### src/rtl/bnn_pkg.sv
package bnn_pkg;
   typedef enum logic [0:0] {ST_IDLE = 1'b0, ST_RUN = 1'b1} run_state_t;

   function automatic int unsigned bits_for(input int unsigned max_val);
      return $clog2(max_val + 1);
   endfunction
endpackage

### src/rtl/bnn_weight_rf.sv
module bnn_weight_rf #(
   parameter int unsigned WORD_W    = 32,
   parameter int unsigned NUM_WORDS = 32,
   parameter int unsigned IDX_W     = 5
) (
   input  logic              clk,
   input  logic              rst_n,
   input  logic              wr_en,
   input  logic [IDX_W-1:0]  wr_idx,
   input  logic [WORD_W-1:0] wr_data,
   input  logic              inj_en,
   input  logic [IDX_W-1:0]  inj_idx,
   input  logic [WORD_W-1:0] inj_mask,
   input  logic [IDX_W-1:0]  rd_idx,
   output logic [WORD_W-1:0] rd_data
);
   logic [WORD_W-1:0] words [NUM_WORDS];

   for (genvar i = 0; i < NUM_WORDS; i++) begin : g_word
      logic [WORD_W-1:0] word_q;
      logic [WORD_W-1:0] word_d;
      logic              wr_hit;
      logic              inj_hit;

      assign wr_hit  = wr_en  && (wr_idx  == IDX_W'(i));
      assign inj_hit = inj_en && (inj_idx == IDX_W'(i));

      // write first, then the injected flip lands on top of it
      always_comb begin
         word_d = word_q;
         if (wr_hit)  word_d = wr_data;
         if (inj_hit) word_d = word_d ^ inj_mask;
      end

      always_ff @(posedge clk or negedge rst_n) begin
         if (!rst_n) word_q <= '0;
         else        word_q <= word_d;
      end

      assign words[i] = word_q;

      // an injection alone flips exactly the masked bits
      a_r8_inject_flip: assert property (@(posedge clk) disable iff (!rst_n)
         (inj_hit && !wr_hit) |=> (word_q == ($past(word_q) ^ $past(inj_mask))));

      // write and injection on the same word combine
      a_r11_write_inject: assert property (@(posedge clk) disable iff (!rst_n)
         (inj_hit && wr_hit) |=> (word_q == ($past(wr_data) ^ $past(inj_mask))));
   end

   assign rd_data = words[rd_idx];
endmodule

### src/rtl/bnn_xnor_popcnt.sv
module bnn_xnor_popcnt #(
   parameter int unsigned WORD_W   = 32,
   parameter int unsigned PC_W     = 6,
   parameter bit          USE_TREE = 1'b1
) (
   input  logic [WORD_W-1:0] act,
   input  logic [WORD_W-1:0] wt,
   output logic [PC_W-1:0]   pc
);
   localparam int unsigned LVLS = $clog2(WORD_W);

   logic [WORD_W-1:0] match;
   assign match = ~(act ^ wt);

   if (USE_TREE) begin : g_tree
      if ((1 << LVLS) != WORD_W) begin : g_bad_width
         $error("bnn_xnor_popcnt: tree variant needs a power-of-two WORD_W");
      end
      for (genvar l = 0; l <= LVLS; l++) begin : g_lvl
         localparam int unsigned N = WORD_W >> l;
         logic [N*PC_W-1:0] v;
         if (l == 0) begin : g_leaf
            for (genvar j = 0; j < N; j++) begin : g_j
               assign v[j*PC_W +: PC_W] = PC_W'(match[j]);
            end
         end else begin : g_add
            for (genvar j = 0; j < N; j++) begin : g_j
               assign v[j*PC_W +: PC_W] = g_lvl[l-1].v[(2*j)*PC_W +: PC_W]
                                        + g_lvl[l-1].v[(2*j+1)*PC_W +: PC_W];
            end
         end
      end
      assign pc = g_lvl[LVLS].v[PC_W-1:0];
   end else begin : g_chain
      always_comb begin
         pc = '0;
         for (int i = 0; i < WORD_W; i++) pc = pc + PC_W'(match[i]);
      end
   end

   // a single word never contributes more than its width
   always_comb begin
      a_r3_word_bound: assert (pc <= PC_W'(WORD_W));
   end
endmodule

### src/rtl/bnn_seq_ctrl.sv
module bnn_seq_ctrl
   import bnn_pkg::*;
#(
   parameter int unsigned WORD_W    = 32,
   parameter int unsigned NUM_WORDS = 32,
   parameter int unsigned IDX_W     = 5,
   parameter int unsigned PC_W      = 6,
   parameter int unsigned CNT_W     = 11,
   parameter int unsigned THR_W     = 12,
   parameter int unsigned DIFF_W    = 13
) (
   input  logic              clk,
   input  logic              rst_n,
   input  logic              start,
   input  logic              act_valid,
   output logic              act_ready,
   input  logic [PC_W-1:0]   word_pc,
   input  logic              cfg_we,
   input  logic [THR_W-1:0]  cfg_thr,
   output logic [IDX_W-1:0]  word_idx,
   output logic              out_valid,
   output logic              out_act,
   output logic [CNT_W-1:0]  out_popcnt
);
   localparam int unsigned FAN_IN = WORD_W * NUM_WORDS;

   run_state_t              state_q;
   logic [IDX_W-1:0]        idx_q;
   logic [CNT_W-1:0]        acc_q;
   logic [THR_W-1:0]        thr_q;
   logic                    running;
   logic                    fire;
   logic                    last_word;
   logic [CNT_W-1:0]        acc_sum;
   logic signed [DIFF_W-1:0] diff;

   assign running   = (state_q == ST_RUN);
   assign act_ready = running;
   assign fire      = running && act_valid;
   assign last_word = (idx_q == IDX_W'(NUM_WORDS - 1));
   assign acc_sum   = acc_q + CNT_W'(word_pc);
   assign diff      = $signed({{(DIFF_W-CNT_W){1'b0}}, acc_sum})
                    - $signed({{(DIFF_W-THR_W){thr_q[THR_W-1]}}, thr_q});
   assign word_idx  = idx_q;

   always_ff @(posedge clk or negedge rst_n) begin
      if (!rst_n) begin
         state_q    <= ST_IDLE;
         idx_q      <= '0;
         acc_q      <= '0;
         out_valid  <= 1'b0;
         out_act    <= 1'b0;
         out_popcnt <= '0;
      end else begin
         out_valid <= 1'b0;
         if (!running) begin
            if (start) begin
               state_q <= ST_RUN;
               idx_q   <= '0;
               acc_q   <= '0;
            end
         end else if (fire) begin
            acc_q <= acc_sum;
            idx_q <= idx_q + 1'b1;
            if (last_word) begin
               state_q    <= ST_IDLE;
               out_valid  <= 1'b1;
               out_act    <= ~diff[DIFF_W-1];
               out_popcnt <= acc_sum;
            end
         end
      end
   end

   always_ff @(posedge clk or negedge rst_n) begin
      if (!rst_n)                 thr_q <= '0;
      else if (cfg_we && !running) thr_q <= cfg_thr;
   end

   // the result strobe lasts a single cycle
   a_r5_single_pulse: assert property (@(posedge clk) disable iff (!rst_n)
      out_valid |=> !out_valid);

   // no further word is taken while the result is shown
   a_r5_ready_low: assert property (@(posedge clk) disable iff (!rst_n)
      out_valid |-> !act_ready);

   // a start during a run neither ends nor rewinds it
   a_r6_start_ignored: assert property (@(posedge clk) disable iff (!rst_n)
      (running && start && !act_valid) |=> (running && $stable(idx_q)));

   // the threshold cannot move during a run
   a_r7_thr_hold: assert property (@(posedge clk) disable iff (!rst_n)
      (running && cfg_we) |=> $stable(thr_q));

   // a difference of exactly zero fires the neuron
   a_r4_zero_fires: assert property (@(posedge clk) disable iff (!rst_n)
      (out_valid && ($signed({{(DIFF_W-CNT_W){1'b0}}, out_popcnt})
                     == $signed({{(DIFF_W-THR_W){thr_q[THR_W-1]}}, thr_q}))) |-> out_act);

   // the total never exceeds the fan-in
   a_r3_total_bound: assert property (@(posedge clk) disable iff (!rst_n)
      out_valid |-> (out_popcnt <= CNT_W'(FAN_IN)));
endmodule

### src/rtl/bnn_neuron_unit.sv
module bnn_neuron_unit
   import bnn_pkg::*;
#(
   parameter int unsigned WORD_W    = 32,
   parameter int unsigned NUM_WORDS = 32,
   parameter int unsigned THR_W     = 12,
   parameter bit          USE_TREE  = 1'b1,
   localparam int unsigned IDX_W    = $clog2(NUM_WORDS),
   localparam int unsigned CNT_W    = bits_for(WORD_W * NUM_WORDS)
) (
   input  logic              clk,
   input  logic              rst_n,
   input  logic              start,
   input  logic              act_valid,
   input  logic [WORD_W-1:0] act_data,
   output logic              act_ready,
   input  logic              wt_we,
   input  logic [IDX_W-1:0]  wt_idx,
   input  logic [WORD_W-1:0] wt_data,
   input  logic              inj_en,
   input  logic [IDX_W-1:0]  inj_idx,
   input  logic [WORD_W-1:0] inj_mask,
   input  logic              cfg_we,
   input  logic [THR_W-1:0]  cfg_thr,
   output logic              out_valid,
   output logic              out_act,
   output logic [CNT_W-1:0]  out_popcnt
);
   localparam int unsigned PC_W   = bits_for(WORD_W);
   localparam int unsigned DIFF_W = ((CNT_W + 1 > THR_W) ? CNT_W + 1 : THR_W) + 1;

   if (NUM_WORDS < 2) begin : g_bad_depth
      $error("bnn_neuron_unit: NUM_WORDS must be at least 2");
   end
   if (WORD_W < 2) begin : g_bad_word
      $error("bnn_neuron_unit: WORD_W must be at least 2");
   end
   if (THR_W < 2) begin : g_bad_thr
      $error("bnn_neuron_unit: THR_W must be at least 2");
   end

   logic [IDX_W-1:0]  rd_idx;
   logic [WORD_W-1:0] rd_word;
   logic [PC_W-1:0]   word_pc;

   bnn_weight_rf #(
      .WORD_W(WORD_W), .NUM_WORDS(NUM_WORDS), .IDX_W(IDX_W)
   ) u_rf (
      .clk(clk), .rst_n(rst_n),
      .wr_en(wt_we), .wr_idx(wt_idx), .wr_data(wt_data),
      .inj_en(inj_en), .inj_idx(inj_idx), .inj_mask(inj_mask),
      .rd_idx(rd_idx), .rd_data(rd_word)
   );

   bnn_xnor_popcnt #(
      .WORD_W(WORD_W), .PC_W(PC_W), .USE_TREE(USE_TREE)
   ) u_pc (
      .act(act_data), .wt(rd_word), .pc(word_pc)
   );

   bnn_seq_ctrl #(
      .WORD_W(WORD_W), .NUM_WORDS(NUM_WORDS), .IDX_W(IDX_W), .PC_W(PC_W),
      .CNT_W(CNT_W), .THR_W(THR_W), .DIFF_W(DIFF_W)
   ) u_ctrl (
      .clk(clk), .rst_n(rst_n),
      .start(start), .act_valid(act_valid), .act_ready(act_ready),
      .word_pc(word_pc),
      .cfg_we(cfg_we), .cfg_thr(cfg_thr),
      .word_idx(rd_idx),
      .out_valid(out_valid), .out_act(out_act), .out_popcnt(out_popcnt)
   );
endmodule

### config.mk
export PLATFORM = sky130hd
export DESIGN_NAME = bnn_neuron_unit
export DESIGN_NICKNAME = d
export VERILOG_FILES = /design/src/rtl/bnn_pkg.sv /design/src/rtl/bnn_weight_rf.sv /design/src/rtl/bnn_xnor_popcnt.sv /design/src/rtl/bnn_seq_ctrl.sv /design/src/rtl/bnn_neuron_unit.sv
export SDC_FILE = /design/constraint.sdc
export NUM_CORES = 2
export LEC_CHECK = 0
export ABC_CLOCK_PERIOD_IN_PS = 10800
export BUFFER_PORTS_ARGS = -buffer_cell sky130_fd_sc_hd__buf_2
export CAP_MARGIN = 30
export CORE_MARGIN = 2
export CORE_UTILIZATION = 56
export CTS_CLUSTER_SIZE = 25
export DETAILED_ROUTE_END_ITERATION = 10
export PLACE_DENSITY = 0.76
export SYNTH_ARGS = -nofsm -noshare
export SYNTH_HDL_FRONTEND = slang
export SYNTH_SLANG_ARGS = --single-unit
export TNS_END_PERCENT = 100
### constraint.sdc
create_clock -name clk -period 10.8 [get_ports clk]
set_input_delay 0.54 -clock clk [delete_from_list [all_inputs] [get_ports clk]]
set_output_delay 0.54 -clock clk [all_outputs]
set_load 0.01 [all_outputs]
==> flow_metrics.py <==
metrics = {
    "outcome": {
        "status": "completed",
    },
    "placed_design": {
        "place_area_sq_um": 65040,
        "io_buffer_count": 138,
        "hpwl_um": 121900,
        "gp_congestion": 0.9014,
    },
    "clocking": {
        "insertion_delay_ps": 730,
        "post_cts_buffers": 0,
        "hold_buffers": 1,
        "cts.path.max_buffers": 3,
        "cts_resized": 0,
        "ctsRootBufferMaster": "clkbuf_16",
        "tritoncts": "yes",
        "cts_made_buffers": 117,
        "cts.htree.levels": 3,
        "clock_sinks": 1066,
        "cts.clk_slew.worst_paths_ps": 70,
    },
    "route": {
        "dr_total_vias": 46660,
        "drc": 0,
        "routed_wl_um": 208400,
        "wl_per_cell_um": 28.01,
        "dr.first_iter.drc_count": 5926,
        "via_per_inst": 6.273,
        "drtPass1Iterations": 8,
        "ant_nets": 0,
    },
    "grt": {
        "grt.met1_usage": 0.4767,
        "antenna_found_initial": 18,
        "grtUsageTotal": 0.3548,
        "overflow": 0,
        "grt_pass1_wl_um": 307500,
        "busiest_layer": "met2",
        "gr-usage-met2": 0.5206,
        "grt_max_degree": 177,
        "use_met3": 0.09728,
        "grt_pass1_vias": 46770,
    },
    "timing": {
        "hold_viol_final": 0,
        "relSlewSlack": 0.2283,
        "drv_slew": 0,
        "max_freq_mhz": 103.4,
        "finClkSkew_ps": 35.37,
        "period_needed_ps": 9672,
        "fin_crit_sh": 0.8955,
        "rsz0062_at_grt": "no",
        "tns_ps": 0,
        "setup_viol": 0,
        "worst_pin_slew_ps": 1154,
    },
    "synthesis": {
        "synth_area_sq_um": 63040,
        "syn_inst": 5973,
        "synth_compound_area_frac": 0.03704,
        "yosysSeqAreaShare": 0.4232,
        "synth.avg_cell_area_sq_um": 10.55,
        "synth_flop_cell": "dfrtp_1",
        "ys_ff_latch": 1066,
        "synth-adder-area-share": 0.01691,
        "synth_top_family_by_area": "multiplexers",
        "yosys_warnings": 0,
        "synthMuxAreaShare": 0.2478,
        "yosys.area_share.xor_xnor": 0.1481,
        "synthDistinctLibCells": 55,
        "synth_enable_flop_cells": 0,
        "syn-num-nets": 6167,
        "async_flop_share": 1.000,
        "yosys.area_share.simple": 0.08666,
    },
    "critical_path": {
        "worstSetupPathType": "flop to flop",
        "max_stage_delay_ps": 900,
        "cpLargestDelayFamily": "adder cells",
        "r2r_slack_ps": 1130,
        "rr_startpoint": "u_ctrl.word_idx[1]",
        "end_kind": "flop",
        "startpoint": "u_ctrl.word_idx[1]",
        "crit_buf_inv": 5,
        "critical_path.max_fanout": 27,
        "critPathRequiredTime_ps": 11370,
        "cp.arrival_ps": 10240,
        "cp_common_cell": "fa_1",
        "start_kind": "flop",
        "crit_slowest_cell": "dfrtp_4",
    },
    "final_layout": {
        "fin_area_sq_um": 69040,
        "drive_above_1_share": 0.1016,
        "fillers": 8995,
        "area_delta_synth_final_pct": 9.523,
        "final_nets": 6029,
    },
    "hold_path": {
        "hold_class": "primary input to flop",
        "worstHoldStart": "cfg_thr[4]",
    },
    "die": {
        "die_width_um": 339.5,
        "die-area_sq_um": 115300,
        "core-area_sq_um": 112000,
        "chipHeight_um": 339.5,
        "row_count": 123,
        "boundaryPins": 139,
        "start_util": 0.5627,
    },
    "flow_run": {
        "maxCapViolCount": 0,
    },
}
[routing by layer]
layer,routed length [um],part of all wire,up-vias
met5,59,0.00028,-
met2,90070,0.43,2808
met4,12490,0.060,10
met3,23230,0.11,732
met1,82510,0.40,23410
li1,-,-,19710
[cell type report]
| type | instances | area, sq um | area share |
|---|---|---|---|
| antenna | 11 | 27.53 | 0.0003987 |
| clock buffer | 177 | 3516 | 0.05092 |
| clock inverter | 35 | 409.1 | 0.005926 |
| inverter | 76 | 285.3 | 0.004132 |
| multi-input combinational | 4309 | 34240 | 0.4959 |
| sequential | 1066 | 26680 | 0.3865 |
| tap | 1500 | 1877 | 0.02718 |
| timing repair buffer | 265 | 2009 | 0.02910 |
[cell usage after synthesis (42+ instances only)]
library cell	number	area share
mux2i_1	1402	0.22
a22oi_1	174	0.021
buf_2	181	0.014
clkbuf_1	298	0.018
dfrtp_1	1066	0.42
nand3_1	48	0.0038
mux4_2	68	0.024
nor2_1	221	0.013
ha_1	42	0.0083
xor2_1	858	0.12
xnor2_1	208	0.029
nand2_1	967	0.058
inv_1	76	0.0045
a21oi_1	103	0.0082
[metrics by stage]
step,std cells,worst slack [ps],util,hold WS (ps)
finish,7439,1128,0.6162,37.54
global placement,7205,1619,0.5791,454.1
floorplan,5973,2806,-,244.4
global route,7432,848.9,0.6161,59.27
detailed placement,7213,1444,0.5805,461.6
CTS,7426,1351,0.6157,11.23
[path summary, 6_finish.rpt]
path | to | cells past startpoint
min | u_ctrl.thr_q[4] | 3
max in group asynchronous | u_rf.g_word[8].word_q[22] | 4
max reg2reg | u_ctrl.out_act | 31
max | u_ctrl.out_act | 31
min in group asynchronous | u_rf.g_word[4].word_q[14] | 2
min reg2reg | u_ctrl.out_popcnt[0] | 2
[placed cells by master (no fill, tap or decap), types with 76 or more instances in the layout]
cell type	netlist	layout
dfrtp_1	1066	1064
mux2i_1	1402	1402
buf_4	17	99
nand2_1	967	955
inv_1	76	76
xnor2_1	208	208
a21oi_1	103	103
a22oi_1	174	174
buf_2	181	137
xor2_1	858	858
nor2_1	221	183
clkbuf_16	0	119
[registers in the layout, summed over array words and instances (netlist names)]
| signal | cells |
|---|---|
| u_ctrl.out_act | 1 |
| u_rf.g_word.word_q | 1024 |
| u_ctrl.out_valid | 1 |
| u_ctrl.act_ready | 1 |
| u_ctrl.out_popcnt | 11 |
| u_ctrl.acc_q | 11 |
| u_ctrl.thr_q | 12 |
| u_ctrl.word_idx | 5 |
[cell families after synthesis]
logic type	count (synthesis)
AO/OA/AOI/OAI	352
XOR/XNOR	1066
adder cells (fa/ha/maj)	69
buffers and inverters	598
flip-flops	1066
multiplexers	1475
AND/OR/NAND/NOR	1347
[worst min-delay path, cell delays in order]
cell and delay [ps]:
buf_2 80, nand2_1 40, o21ai_0 60
Power is left out: the tool's default activity adds up to more than one toggle a clock period on the data nets, which glitch-free logic cannot reach.
